<file path="src/rtl/sio_clk_pkg.sv">
package sio_clk_pkg;

  typedef enum logic [1:0] {
    SRC_FAST  = 2'b00,
    SRC_DIV8  = 2'b01,
    SRC_DIV32 = 2'b10,
    SRC_ALT   = 2'b11
  } src_e;

  typedef enum logic [1:0] {
    OP_OFF,
    OP_UART,
    OP_SYNC_INT,
    OP_SYNC_EXT
  } op_e;

  function automatic op_e decode_op(input logic [2:0] mode, input logic ext_sel);
    op_e op;
    case (mode)
      3'b100, 3'b101, 3'b110: op = OP_UART;
      3'b001, 3'b010:         op = ext_sel ? OP_SYNC_EXT : OP_SYNC_INT;
      default:                op = OP_OFF;
    endcase
    return op;
  endfunction

endpackage

</file>
<file path="src/rtl/sio_prescale.sv">
module sio_prescale #(
  parameter int MID_RATIO  = 8,
  parameter int SLOW_RATIO = 4
) (
  input  logic       clk,
  input  logic       rst_n,
  input  logic       half_sel,
  input  logic [1:0] src_sel,
  output logic       src_tick
);
  import sio_clk_pkg::*;

  localparam int MW = (MID_RATIO  > 1) ? $clog2(MID_RATIO)  : 1;
  localparam int SW = (SLOW_RATIO > 1) ? $clog2(SLOW_RATIO) : 1;

  logic          half_q, half_n;
  logic [MW-1:0] mid_q, mid_n;
  logic [SW-1:0] slow_q, slow_n;
  logic          tick_q, tick_n;
  logic          t_fast, t_mid, t_slow;

  always_comb begin
    t_mid  = (mid_q == MW'(MID_RATIO - 1));
    t_slow = t_mid && (slow_q == SW'(SLOW_RATIO - 1));
    t_fast = half_sel ? half_q : 1'b1;

    half_n = ~half_q;
    mid_n  = t_mid ? '0 : mid_q + 1'b1;
    slow_n = slow_q;
    if (t_mid) slow_n = t_slow ? '0 : slow_q + 1'b1;

    case (src_e'(src_sel))
      SRC_DIV8:  tick_n = t_mid;
      SRC_DIV32: tick_n = t_slow;
      default:   tick_n = t_fast;
    endcase
  end

  always_ff @(posedge clk or negedge rst_n) begin
    if (!rst_n) begin
      half_q <= 1'b0;
      mid_q  <= '0;
      slow_q <= '0;
      tick_q <= 1'b0;
    end else begin
      half_q <= half_n;
      mid_q  <= mid_n;
      slow_q <= slow_n;
      tick_q <= tick_n;
    end
  end

  assign src_tick = tick_q;
endmodule

</file>
<file path="src/rtl/sio_reload_div.sv">
module sio_reload_div #(
  parameter int DIV_W = 8
) (
  input  logic             clk,
  input  logic             rst_n,
  input  logic             src_tick,
  input  logic [DIV_W-1:0] reload,
  output logic             div_tick
);
  logic [DIV_W-1:0] cnt_q, cnt_n;
  logic             tick_q, tick_n;
  logic             at_zero;

  always_comb begin
    at_zero = (cnt_q == '0);
    tick_n  = src_tick && at_zero;
    cnt_n   = cnt_q;
    if (src_tick) cnt_n = at_zero ? reload : cnt_q - 1'b1;
  end

  always_ff @(posedge clk or negedge rst_n) begin
    if (!rst_n) begin
      cnt_q  <= '0;
      tick_q <= 1'b0;
    end else begin
      cnt_q  <= cnt_n;
      tick_q <= tick_n;
    end
  end

  assign div_tick = tick_q;
endmodule

</file>
<file path="src/rtl/sio_ext_edge.sv">
module sio_ext_edge #(
  parameter int SYNC_STAGES = 2
) (
  input  logic clk,
  input  logic rst_n,
  input  logic pin,
  output logic rise,
  output logic fall
);
  logic [SYNC_STAGES:0] sh_q;

  always_ff @(posedge clk or negedge rst_n) begin
    if (!rst_n) sh_q <= '1;
    else        sh_q <= {sh_q[SYNC_STAGES-1:0], pin};
  end

  assign rise = sh_q[SYNC_STAGES-1] & ~sh_q[SYNC_STAGES];
  assign fall = ~sh_q[SYNC_STAGES-1] & sh_q[SYNC_STAGES];
endmodule

</file>
<file path="src/rtl/sio_bit_stage.sv">
module sio_bit_stage #(
  parameter int OVS = 16
) (
  input  logic                  clk,
  input  logic                  rst_n,
  input  sio_clk_pkg::op_e      op,
  input  logic                  div_tick,
  input  logic                  ext_rise,
  input  logic                  ext_fall,
  output logic                  tx_tick,
  output logic                  rx_tick,
  output logic                  sclk_out
);
  import sio_clk_pkg::*;

  localparam int OW = (OVS > 1) ? $clog2(OVS) : 1;

  logic [OW-1:0] ovs_q, ovs_n;
  logic          sclk_q, sclk_n;
  logic          tx_q, tx_n, rx_q, rx_n;

  always_comb begin
    ovs_n  = '0;
    sclk_n = 1'b1;
    tx_n   = 1'b0;
    rx_n   = 1'b0;
    case (op)
      OP_UART: begin
        ovs_n = ovs_q;
        if (div_tick) begin
          if (ovs_q == OW'(OVS - 1)) begin
            ovs_n = '0;
            tx_n  = 1'b1;
            rx_n  = 1'b1;
          end else begin
            ovs_n = ovs_q + 1'b1;
          end
        end
      end
      OP_SYNC_INT: begin
        sclk_n = sclk_q;
        if (div_tick) begin
          sclk_n = ~sclk_q;
          tx_n   = sclk_q;
          rx_n   = ~sclk_q;
        end
      end
      OP_SYNC_EXT: begin
        tx_n = ext_fall;
        rx_n = ext_rise;
      end
      default: ;
    endcase
  end

  always_ff @(posedge clk or negedge rst_n) begin
    if (!rst_n) begin
      ovs_q  <= '0;
      sclk_q <= 1'b1;
      tx_q   <= 1'b0;
      rx_q   <= 1'b0;
    end else begin
      ovs_q  <= ovs_n;
      sclk_q <= sclk_n;
      tx_q   <= tx_n;
      rx_q   <= rx_n;
    end
  end

  assign tx_tick  = tx_q;
  assign rx_tick  = rx_q;
  assign sclk_out = sclk_q;
endmodule

</file>
<file path="src/rtl/sio_bitclk_gen.sv">
module sio_bitclk_gen #(
  parameter int DIV_W       = 8,
  parameter int MID_RATIO   = 8,
  parameter int SLOW_RATIO  = 4,
  parameter int OVS         = 16,
  parameter int SYNC_STAGES = 2
) (
  input  logic             clk,
  input  logic             rst_n,
  input  logic             half_sel,
  input  logic [1:0]       src_sel,
  input  logic [DIV_W-1:0] reload,
  input  logic [2:0]       mode,
  input  logic             ext_sel,
  input  logic             ext_clk,
  output logic             tx_tick,
  output logic             rx_tick,
  output logic             sclk_out
);
  import sio_clk_pkg::*;

  op_e  op;
  logic src_tick, div_tick, ext_rise, ext_fall;

  assign op = decode_op(mode, ext_sel);

  sio_prescale #(.MID_RATIO(MID_RATIO), .SLOW_RATIO(SLOW_RATIO)) u_pre (
    .clk(clk), .rst_n(rst_n), .half_sel(half_sel), .src_sel(src_sel),
    .src_tick(src_tick)
  );

  sio_reload_div #(.DIV_W(DIV_W)) u_div (
    .clk(clk), .rst_n(rst_n), .src_tick(src_tick), .reload(reload),
    .div_tick(div_tick)
  );

  sio_ext_edge #(.SYNC_STAGES(SYNC_STAGES)) u_ext (
    .clk(clk), .rst_n(rst_n), .pin(ext_clk), .rise(ext_rise), .fall(ext_fall)
  );

  sio_bit_stage #(.OVS(OVS)) u_bit (
    .clk(clk), .rst_n(rst_n), .op(op), .div_tick(div_tick),
    .ext_rise(ext_rise), .ext_fall(ext_fall),
    .tx_tick(tx_tick), .rx_tick(rx_tick), .sclk_out(sclk_out)
  );
endmodule

</file>
<file path="config.mk">
export PLATFORM = sky130hd
export DESIGN_NAME = sio_bitclk_gen
export DESIGN_NICKNAME = d
export VERILOG_FILES = /design/src/rtl/sio_clk_pkg.sv /design/src/rtl/sio_prescale.sv /design/src/rtl/sio_reload_div.sv /design/src/rtl/sio_ext_edge.sv /design/src/rtl/sio_bit_stage.sv /design/src/rtl/sio_bitclk_gen.sv
export SDC_FILE = /design/constraint.sdc
export NUM_CORES = 1
export LEC_CHECK = 0
export BUFFER_PORTS_ARGS = -buffer_cell sky130_fd_sc_hd__clkbuf_2
export CAP_MARGIN = 20
export CELL_PAD_IN_SITES_DETAIL_PLACEMENT = 0
export CELL_PAD_IN_SITES_GLOBAL_PLACEMENT = 2
export CORE_MARGIN = 2
export CORE_UTILIZATION = 32
export CTS_BUF_LIST = sky130_fd_sc_hd__clkbuf_16
export CTS_CLUSTER_SIZE = 40
export DETAILED_ROUTE_END_ITERATION = 6
export GPL_TIMING_DRIVEN = 0
export PLACE_DENSITY = 0.79
export SETUP_SLACK_MARGIN = 0.05
export SLEW_MARGIN = 15
export SYNTH_ARGS = -nofsm -noshare
export SYNTH_HDL_FRONTEND = slang
export SYNTH_SLANG_ARGS = --single-unit
</file>
<file path="constraint.sdc">
create_clock -name clk -period 1.9 [get_ports clk]
set_input_delay 0.19 -clock clk [delete_from_list [all_inputs] [get_ports clk]]
set_output_delay 0.19 -clock clk [all_outputs]
set_load 0.01 [all_outputs]
</file>
After elaboration in Yosys (flattened, before gate mapping)
Index checks and enable logic that the tools add are counted.
- reductions and logical operators: 5
- bitwise operators: 6
- equal/unequal tests: 15
- add/subtract/negate cells: 4
- mux-type cells: 18
- operators with widths (kind ; count):
    == test 3 bit, second input constant ; 4
    two-way mux 4 bit ; 3
    == test 2 bit, second input constant ; 4
    zero test 8 bit ; 1
    two-way mux 1 bit ; 8
    two-way mux 8 bit ; 1
    subtractor 8 x 1 -> 8 bit, second input constant ; 1
    case mux 1 bit (3 select lines) ; 2
    adder 4 x 1 -> 4 bit, second input constant ; 1
    == test 2 x 1 -> 1 bit, second input constant ; 2
    == test 4 bit, second input constant ; 1
    inequality test 2 bit, second input constant ; 2
    inverter 1 bit ; 4
    case mux 2 bit (2 select lines) ; 1
    adder 3 x 1 -> 3 bit, second input constant ; 1
    == test 3 x 1 -> 1 bit, second input constant ; 1
    == test 3 x 2 -> 1 bit, second input constant ; 1
    two-way mux 3 bit ; 1
    OR reduction 3 bit ; 1
    adder 2 x 1 -> 2 bit, second input constant ; 1
    bitwise AND 1 bit ; 2
    logical AND 1 bit ; 2
    two-way mux 2 bit ; 1
    case mux 1 bit (2 select lines) ; 1
    OR reduction 2 bit ; 1
- flip-flop bits (word level): 26
- output and inout port bits: 3

Logic depth before layout (Yosys ltp)
Gate-level depths: netlist of run 1.
- depth after elaboration: 5
- gate-level depth with buffers: 6
- mapped depth without buffers: 5

Hierarchy
Synthesis of run 1 repeated with hierarchy kept, for this count alone.
- cell total of the unflattened synthesis: 126
- area, all modules: 1361.3 µm²
- by module, submodules not included (module ; seq. area each (µm²) ; times used ; area an instance (µm²) ; cells each):
    sio_reload_div ; 225.2 ; 1 ; 574.3 ; 57
    sio_bit_stage ; 176.4 ; 1 ; 359.1 ; 36
    sio_prescale ; 175.2 ; 1 ; 305.3 ; 23
    sio_ext_edge ; 78.8 ; 1 ; 93.8 ; 5
    sio_bitclk_gen ; 0.0 ; 1 ; 28.8 ; 5

Worst setup path before layout of run 1
No wires, ideal clock.
- path type: register -> register
- start point: register u_div.cnt_q[0]
- end point: register u_div.cnt_q[6]
- library setup time: 0.120 ns
- data arrival time: 1.675 ns
- setup slack: 0.105 ns
- cell stages (with the launch flop): 7
- period minus slack after synthesis: 1.795 ns
- cells stage by stage: dfrtp_1 -> inv_1 -> ha_1 -> or4b_1 -> clkbuf_2 -> or3_1 -> o211a_1
- longest elaborated chain between the ends: 2
- ends and longest elaborated chain (what ; RTL line ; RTL):
    start: declaration ; sio_reload_div.sv:10 ; logic [DIV_W-1:0] cnt_q, cnt_n;
    start signal: assignment ; sio_reload_div.sv:26 ; cnt_q <= cnt_n;
    subtractor 8 x 1 -> 8 bit or zero test 8 bit (tied branches) ; sio_reload_div.sv:18, sio_reload_div.sv:15 ;
    two-way mux 8 bit (*) ; sio_reload_div.sv:18 ; if (src_tick) cnt_n = at_zero ? reload : cnt_q - 1'b1;
Mark *: on every way between the ends. The rest lies on a longest branch, timed or not.
A chain may end at the register's enable or synchronous reset.

Final worst setup path of run 1
- start point: register u_div.cnt_q[1]
- end point: register u_div.cnt_q[6]
Same word-level chain as after synthesis.

==> metrics, run 1 <==
largest net degree at the start of global routing 27; IO Count 21; reg-to-reg startpoint u_div.cnt_q[1]; R2R setup slack 0.09 ns; Pleak 0.765 nW; CTS sink cnt 26; Buf/Inv on CP 2; cell count after synthesis 123; drt first pass iters 4; peak fanout along the critical path 4; Bufs on Longest Clock Path 2; CP delay by family, top simple AND/OR/NAND/NOR gates; Post-Synthesis Cell Area 0.00132 mm²; vias in the first global route 1023; Filler cells 382; initial antenna violation count 0; Initial DRC Count 33; DR WL/cell 12.8 µm; die area 0.00465 mm²; Worst Hold Path EP u_ext.sh_q[0]; Port Buffers 20; startpoint types flip-flop; PD cells 1080 mW/mm²; drt drc 0; # diodes 0; Final nets 181; Setup TNS 0 ns; post-route cell area 0.00164 mm²; critical-path cell list inv_2, ha_2, or4b_4, buf_6, or3_1, o211a_1; Slew Viols, Final 0; Post-Place Cell Area 0.00148 mm²; Top FF cell, synth dfrtp_1; Starting Density 0.332; number of distinct library cells after synthesis 44; DR vias/cell 5.10; area of the core 0.00397 mm²; post-route ant nets 0; Worst path slowest cell or4b_4; Final Critical Period 1.81 ns; later-pin clock latency in the skew report 0.26 ns; asr flop ratio synth 1.00; WHS Path Cells 1; slowest stage delay, CP 0.46 ns; Post-synth EDFFs 0; sequential fraction of the synthesis area 0.498; RR Endpoint u_div.cnt_q[6]; CTS H-Tree Depth 1; element type at the critical path end flip-flop; Die Y 68.2 µm; hpwl dp 1880 µm; skew final 0.00668 ns; maximum VDD drop 0.000288 V; crit path DAT 1.96 ns; global-route wire length before repair 4490 µm; worst min path class input pin to flip-flop; RSZ-0062 raised after global routing false; row count 23; fraction of layout cells with a size suffix above 1 0.305; CTS Buf Count 3; Area Overhead vs Synth 24.3%; register bit total from synthesis 26; post-route clock period utilization 0.953; post-synthesis net count 149; Setup Crit Path Kind flip-flop to flip-flop; worst-margin pin slew 0.651 ns; final hold viol count 0; DRT Wirelength 2610 µm; Die X 68.2 µm; outcome finished clean; Required @ worst endpoint 2.05 ns; Max Clk Rate 0.552 GHz; GRT Total Usage 0.129; YS warnings 0; Finish-stage setup viols 0; Worst-path clk slew 0.07 ns; r2r worst-path depth 6; relative slew slack 0.566; CTS Root Cell clkbuf_16; total gr overflow 0; max_cap viols 0; syn avg cell area 10.7 µm²; min-delay src ext_clk; CTS tree yes; gpl congestion 0.786; DR vias 1041
stage by stage:
stage                     worst slack [ns]  power [mW]   util  hold WS (ns)  instances
after global routing                0.0391        1.91  0.412       0.00426        204
after CTS                           0.0626        1.74  0.404       0.00793        201
after floorplan                      0.105        1.06      -        -0.106        123
final                               0.0887        1.78  0.412        0.0134        204
after detailed placement           -0.0326        1.20  0.373         0.248        193
after global placement             -0.0230        1.18  0.373         0.251        193
report_power, final:
| part | total, mW | leakage (nW) | internal [mW] | switching (mW) |
|---|---|---|---|---|
| clock | 0.466 | 0.0423 | 0.282 | 0.185 |
| combinational | 0.547 | 0.403 | 0.289 | 0.258 |
| sequential | 0.762 | 0.319 | 0.645 | 0.117 |
per-layer routing:
metal,vias up,part of all wire,wire [µm],track usage
met4,0,0.024,64,0.0675
met5,-,0,0,0
li1,515,-,-,-
met3,5,0.028,72,0.0197
met1,505,0.47,1240,0.174
met2,16,0.47,1240,0.199
final cells by class:
class | count | area (µm²) | share of cell area
sequential | 26 | 656 | 0.400
multi-input combinational | 86 | 637 | 0.389
timing repair buffer | 27 | 155 | 0.0947
clock buffer | 3 | 75.1 | 0.0458
tap | 50 | 62.6 | 0.0382
inverter | 8 | 30.0 | 0.0183
buffer | 3 | 18.8 | 0.0115
clock inverter | 1 | 3.75 | 0.00229
synth_stat cells, drive strengths merged, types with 3 or more instances:
| cell type | n | area [µm²] |
|---|---|---|
| ha | 8 | 100 |
| or3 | 3 | 18.8 |
| a21oi | 6 | 30.0 |
| nor2 | 9 | 33.8 |
| dfrtp | 22 | 551 |
| clkbuf | 3 | 12.5 |
| dfstp | 4 | 105 |
| inv | 8 | 30.0 |
| or4b | 3 | 30.0 |
| nand2 | 9 | 33.8 |
| o21ai | 5 | 25.0 |
registers in the layout (all words and copies together), names as in the netlist, 2 cells and up:
register	count
u_div.cnt_q	8
u_bit.ovs_q	4
u_ext.sh_q	3
u_pre.mid_q	3
u_pre.slow_q	2
worst max-delay path by stage:
| stage | startpoint | to | slack [ns] | depth (start not counted) |
|---|---|---|---|---|
| 4_1_cts | u_div.cnt_q[1] | u_div.cnt_q[6] | 0.06 | 6 |
| 5_1_grt | u_div.cnt_q[1] | u_div.cnt_q[6] | 0.04 | 6 |
| 3_5_place_dp | u_div.cnt_q[0] | u_div.cnt_q[6] | -0.03 | 6 |
| 3_3_place_gp | u_div.cnt_q[0] | u_div.cnt_q[6] | -0.02 | 6 |
| 2_1_floorplan | u_div.cnt_q[0] | u_div.cnt_q[6] | 0.10 | 6 |
| 6_report | u_div.cnt_q[1] | u_div.cnt_q[6] | 0.09 | 6 |
timing repair:
| action | CTS | global route |
|---|---|---|
| pin swaps | 1 | 0 |
| hold buffers | 1 | 0 |
| gates resized for setup | 5 | 4 |
| buffers inserted | 3 | 3 |
| hold endpoints to repair | 22 | 0 |
| setup endpoints to repair | 3 | 4 |
cells by family (layout without fill, tap and decap cells):
family | Yosys count | in the layout | share of synthesized area
buffers and inverters | 11 | 42 | 0.0323
adders and majority gates | 8 | 8 | 0.0760
and+or+nand+nor | 44 | 44 | 0.194
muxes | 4 | 4 | 0.0323
DFF | 26 | 26 | 0.498
xor gates and xnor gates | 3 | 3 | 0.0199
AOI/OAI and AO/OA | 27 | 27 | 0.148
worst reg2reg max path, stage by stage, from the launching register on:
cell and delay [ns]:
dfrtp_1 0.40, inv_2 0.07, ha_2 0.17, or4b_4 0.46
buf_6 0.13, or3_1 0.34, o211a_1 0.13
layout by cell type (no fill, tap or decap), drive strengths merged, types with 2 or more instances in the layout:
cell type,Yosys,layout
or4,2,2
ha,8,8
or3,3,3
mux2i,2,2
buf,0,7
dfrtp,22,22
clkbuf,3,25
nand4,2,2
or4b,3,3
nor3b,2,2
inv,8,9
nor2,9,9
a21oi,6,6
xor2,2,2
nor3,2,2
nand2,9,9
dfstp,4,4
mux2,2,2
o21ai,5,5
and2,2,2
or4bb,2,2
o221ai,2,2
nand3,2,2
nand2b,2,2
Note: power is estimated with default switching activity, not from simulation.
==> inputs of run 2 (changes only) <==
--- a/config.mk
+++ b/config.mk
@@ -16,6 +16,7 @@
 export DETAILED_ROUTE_END_ITERATION = 6
 export GPL_TIMING_DRIVEN = 0
 export PLACE_DENSITY = 0.79
+export RECOVER_POWER = 50
 export SETUP_SLACK_MARGIN = 0.05
 export SLEW_MARGIN = 15
 export SYNTH_ARGS = -nofsm -noshare
==> metrics, run 2 (same netlist as run 1, synthesis figures left out) <==
Place WS -0.0326 ns (unchanged); fraction of layout cells with a size suffix above 1 0.286 (was 0.305); Slew Viols, Final 0 (unchanged); CTS Buf Count 3 (unchanged); DR vias/cell 5.11 (was 5.10); Comb power frac 0.308 (about the same); RSZ-0062 raised after global routing false (unchanged); DR vias 1043 (was 1041); outcome finished clean (unchanged); most frequent cells in the layout dfrtp_1 (22), clkbuf_2 (18), nand2_1 (9), nor2_1 (9) (was dfrtp_1 (22), clkbuf_2 (20), nand2_1 (9), nor2_1 (9)); Port Buffers 20 (unchanged); Power, Total 1.77 mW (was 1.78 mW); crit path DAT 1.96 ns (about the same); maximum VDD drop 0.000288 V (about the same); Area Overhead vs Synth 24.1% (was 24.3%); gpl congestion 0.786 (unchanged); later-pin clock latency in the skew report 0.26 ns (about the same); Flop pwr share 0.429 (about the same); Sw Ratio 0.315 (about the same); initial antenna violation count 0 (unchanged); CTS tree yes (unchanged); Clock power frac 0.263 (about the same); commonest non-fill, non-tap cell in the layout dfrtp_1 (unchanged); largest net degree at the start of global routing 27 (unchanged); PD cells 1090 mW/mm² (was 1080 mW/mm²); max reg flops 8 (unchanged); vias in the first global route 1023 (unchanged); top flop regs u_div.cnt_q (8), u_bit.ovs_q (4) (unchanged); DRT Wirelength 2620 µm (was 2610 µm); CTS sink cnt 26 (unchanged); final hold viol count 0 (unchanged); register with the most flip-flops u_div.cnt_q (unchanged); total gr overflow 0 (unchanged); global-route wire length before repair 4490 µm (unchanged); drt drc 0 (unchanged); Setup Crit Path Kind flip-flop to flip-flop (unchanged); GRT Total Usage 0.129 (unchanged); post-route clock period utilization 0.954 (was 0.953); Finish-stage setup viols 0 (unchanged); # diodes 0 (unchanged); CTS H-Tree Depth 1 (unchanged); peak fanout along the critical path 4 (unchanged); hpwl dp 1880 µm (unchanged); Initial DRC Count 34 (was 33); Final nets 181 (unchanged); IO Count 21 (unchanged); post-route ant nets 0 (unchanged); area of the core 0.00397 mm² (unchanged); CTS Root Cell clkbuf_16 (unchanged); worst-margin pin slew 0.655 ns (was 0.651 ns); Required @ worst endpoint 2.05 ns (about the same); Max Clk Rate 0.552 GHz (about the same); skew final 0.00669 ns (was 0.00668 ns); DR WL/cell 12.8 µm (about the same); row count 23 (unchanged); max_cap viols 0 (unchanged); worst min path class input pin to flip-flop (unchanged); relative slew slack 0.564 (was 0.566); Die X 68.2 µm (unchanged); Final Critical Period 1.81 ns (about the same); Setup WS post-layout 0.0882 ns (was 0.0887 ns); startpoint types flip-flop (unchanged); switching power 0.560 mW (was 0.559 mW); WHS 0.0133 ns (was 0.0134 ns); fin util 0.412 (about the same); Int Pwr 1.22 mW (about the same); element type at the critical path end flip-flop (unchanged); Starting Density 0.332 (unchanged); Pleak 0.757 nW (was 0.765 nW); Worst-path clk slew 0.07 ns (about the same); Die Y 68.2 µm (unchanged); die area 0.00465 mm² (unchanged); Bufs on Longest Clock Path 2 (unchanged); drt first pass iters 4 (unchanged)
[run 2: repair_timing]
action,in CTS,in global routing
pin swaps,1,0
hold endpoints to repair,22,0
buffers inserted,3,3
hold buffers,1,0
gates resized for setup,5,4
setup endpoints to repair,3,4
[run 2: final cells by class]
type,count,area [µm²]
Buffer,3,18.8
Clock inverter,1,3.75
Tap cell,50,62.6
Sequential cell,26,656
Fill cell,383,2340
Inverter,8,30.0
Multi-Input combinational cell,86,637
Timing Repair Buffer,27,153
Clock buffer,3,75.1
[run 2: layer usage]
metal / wire [µm] / GRT usage / vias to the layer above / part of all wire
met5: 0 / 0 / - / 0
met4: 64 / 0.0675 / 0 / 0.024
met3: 76 / 0.0197 / 5 / 0.029
met2: 1240 / 0.199 / 20 / 0.47
met1: 1240 / 0.174 / 502 / 0.47
li1: - / - / 516 / -
[run 2: path summary, 6_finish.rpt]
kind,start,to,slack [ns],depth (start not counted)
setup reg to reg,u_div.cnt_q[1],u_div.cnt_q[6],0.09,6
setup / recovery,u_div.cnt_q[1],u_div.cnt_q[6],0.09,6
max in group asynchronous,rst_n,u_bit.ovs_q[1],0.99,2
min in group asynchronous,rst_n,u_div.cnt_q[4],0.49,2
hold reg to reg,u_ext.sh_q[0],u_ext.sh_q[1],0.36,0
hold / removal,ext_clk,u_ext.sh_q[0],0.01,1
[run 2: stage by stage]
stage	instance area, µm²	TNS [ns]	instances
finish	1640	0	204
floorplan	1320	0	123
global route	1640	0	204
detailed placement	1480	-0.0326	193
CTS	1600	0	201
global placement	1480	-0.0230	193
[run 2: critical path: stages (launching register included)]
cell     delay (ns)
dfrtp_1        0.40
inv_2          0.07
ha_2           0.17
or4b_4         0.46
buf_6          0.13
or3_1          0.34
o211a_1        0.13
[run 2: power groups by stage]
| stage | clock (mW) | combinational [mW] | sequential, mW |
|---|---|---|---|
| finish | 0.467 | 0.547 | 0.761 |
| global route | 0.516 | 0.612 | 0.783 |
| CTS | 0.480 | 0.500 | 0.756 |
| detailed placement | 0 | 0.429 | 0.768 |
| global placement | 0 | 0.416 | 0.765 |
| floorplan | 0 | 0.327 | 0.733 |
==> inputs of run 3 (changes only) <==
--- a/config.mk
+++ b/config.mk
@@ -9,6 +9,7 @@
 export CAP_MARGIN = 20
 export CELL_PAD_IN_SITES_DETAIL_PLACEMENT = 0
 export CELL_PAD_IN_SITES_GLOBAL_PLACEMENT = 2
+export CORE_ASPECT_RATIO = 1.5
 export CORE_MARGIN = 2
 export CORE_UTILIZATION = 32
 export CTS_BUF_LIST = sky130_fd_sc_hd__clkbuf_16
==> metrics, run 3 (same netlist as run 1, synthesis figures left out) <==
outcome finished clean (unchanged); worst-margin pin slew 0.647 ns (was 0.655 ns); CTS Root Cell clkbuf_16 (unchanged); skew final 0.00252 ns (was 0.00669 ns); maximum VDD drop 0.000483 V (was 0.000288 V); DR WL/cell 13.6 µm (was 12.8 µm); CTS H-Tree Depth 1 (unchanged); die area 0.00466 mm² (was 0.00465 mm²); Setup Crit Path Kind flip-flop to flip-flop (unchanged); fraction of layout cells with a size suffix above 1 0.265 (was 0.286); row count 28 (was 23); area of the core 0.00396 mm² (was 0.00397 mm²); top flop regs u_div.cnt_q (8), u_bit.ovs_q (4) (unchanged); global-route wire length before repair 4530 µm (was 4490 µm); grt met3 use 0.0249 (was 0.0197); Area Overhead vs Synth 22.6% (was 24.1%); crit path DAT 1.90 ns (was 1.96 ns); hpwl dp 1920 µm (was 1880 µm); gpl congestion 0.732 (was 0.786); post-route cell area 0.00162 mm² (was 0.00164 mm²); Final nets 178 (was 181); Max Clk Rate 0.574 GHz (was 0.552 GHz); element type at the critical path end flip-flop (unchanged); peak fanout along the critical path 6 (was 4); Finish-stage setup viols 0 (unchanged); Worst path slowest cell or4b_4 (unchanged); DR vias 1027 (was 1043); drt first pass iters 4 (unchanged); Power, Total 1.76 mW (was 1.77 mW); Bufs on Longest Clock Path 2 (unchanged); Die Y 82.6 µm (was 68.2 µm); largest net degree at the start of global routing 27 (unchanged); CTS sink cnt 26 (unchanged); total gr overflow 0 (unchanged); post-route clock period utilization 0.916 (was 0.954); max reg flops 8 (unchanged); DRT Wirelength 2680 µm (was 2620 µm); Post-Place Cell Area 0.00147 mm² (was 0.00148 mm²); grt met2 use 0.220 (was 0.199); startpoint types flip-flop (unchanged); later-pin clock latency in the skew report 0.26 ns (about the same); register with the most flip-flops u_div.cnt_q (unchanged); CTS Buf Count 3 (unchanged); IO Count 21 (unchanged); PD cells 1090 mW/mm² (about the same); Final Critical Period 1.74 ns (was 1.81 ns); Worst-path clk slew 0.07 ns (about the same); Port Buffers 20 (unchanged); Die X 56.4 µm (was 68.2 µm); Starting Density 0.333 (was 0.332); most frequent cells in the layout dfrtp_1 (22), clkbuf_2 (18), nand2_1 (9), nor2_1 (9) (unchanged); max_cap viols 0 (unchanged); post-route ant nets 0 (unchanged); relative slew slack 0.568 (was 0.564); RSZ-0062 raised after global routing false (unchanged); final hold viol count 0 (unchanged); CTS tree yes (unchanged); Initial DRC Count 7 (was 34); drt drc 0 (unchanged); Most Crowded Layer GR met2 (unchanged); M1 GR Usage 0.147 (was 0.174); critical-path cell list inv_2, ha_4, or4b_4, or3_1, o211a_1 (was inv_2, ha_2, or4b_4, buf_6, or3_1, o211a_1); DR vias/cell 5.24 (was 5.11); initial antenna violation count 0 (unchanged); vias in the first global route 996 (was 1023); commonest non-fill, non-tap cell in the layout dfrtp_1 (unchanged); Pleak 0.743 nW (was 0.757 nW); Slew Viols, Final 0 (unchanged); slowest stage delay, CP 0.51 ns (was 0.46 ns); # diodes 0 (unchanged); Required @ worst endpoint 2.05 ns (about the same); worst min path class input pin to flip-flop (unchanged); GRT Total Usage 0.126 (was 0.129)
-- run 3: cell types whose count changed in the layout (fill, tap and decap cells not counted) --
cell	before	now
ha_4	0	1
dlygate4sd3_1	1	2
buf_6	1	0
ha_2	1	0
buf_4	6	3
-- run 3: final timing paths --
kind | start | endpoint | slack (ns) | cells past startpoint
worst max-delay path | u_div.cnt_q[1] | u_div.cnt_q[6] | 0.16 | 5
worst max register to register | u_div.cnt_q[1] | u_div.cnt_q[6] | 0.16 | 5
max in group asynchronous | rst_n | u_pre.mid_q[2] | 0.99 | 2
worst min register to register | u_ext.sh_q[0] | u_ext.sh_q[1] | 0.36 | 0
min in group asynchronous | rst_n | u_div.cnt_q[7] | 0.48 | 2
worst min-delay path | reload[0] | u_div.cnt_q[0] | 0.17 | 2
-- run 3: routing by layer --
| metal | share of wire | up-vias | routed length [µm] |
|---|---|---|---|
| met2 | 0.50 | 18 | 1330 |
| met4 | 0.021 | 0 | 55 |
| met5 | 0 | - | 0 |
| li1 | - | 511 | - |
| met1 | 0.45 | 493 | 1200 |
| met3 | 0.036 | 5 | 95 |
-- run 3: critical path: cells and delay by family, from the launching register on --
family | cells | cell delay (ns)
AO/OA/AOI/OAI | 1 | 0.13
buffers and inverters | 1 | 0.09
flip-flops | 1 | 0.39
AND/OR/NAND/NOR | 2 | 0.87
adder cells (fa/ha/maj) | 1 | 0.14
-- run 3: repair_timing --
item                                    CTS  global route
endpoints found under the setup margin    2             4
hold endpoints to repair                 23             0
hold buffers                              2             0
resized for setup                         7             2
pin swaps                                 1             0
setup buffers                             2             1
gates cloned                              0             0
-- run 3: power by group --
part	switching [mW]	internal [mW]
registers	0.123	0.644
logic	0.252	0.263
clock network	0.195	0.282
total	0.570	1.19
-- run 3: final cells by class --
class | count | area (µm²)
multi-input combinational | 86 | 647
timing repair buffer | 25 | 140
sequential | 26 | 656
clock inverter | 1 | 3.75
fill | 389 | 2340
tap | 45 | 56.3
inverter | 8 | 30.0
buffer | 2 | 7.51
clock buffer | 3 | 75.1
-- run 3: stage by stage --
step	utilization	setup TNS [ns]	hold WS [ns]	cells	setup slack (ns)
6_report	0.408	0	0.170	196	0.159
5_1_grt	0.408	0	0.173	196	0.0983
4_1_cts	0.407	0	0.170	196	0.0734
3_5_place_dp	0.372	-0.0272	0.256	188	-0.0272
3_3_place_gp	0.372	0	0.248	188	0.00583
2_1_floorplan	-	0	-0.106	123	0.105
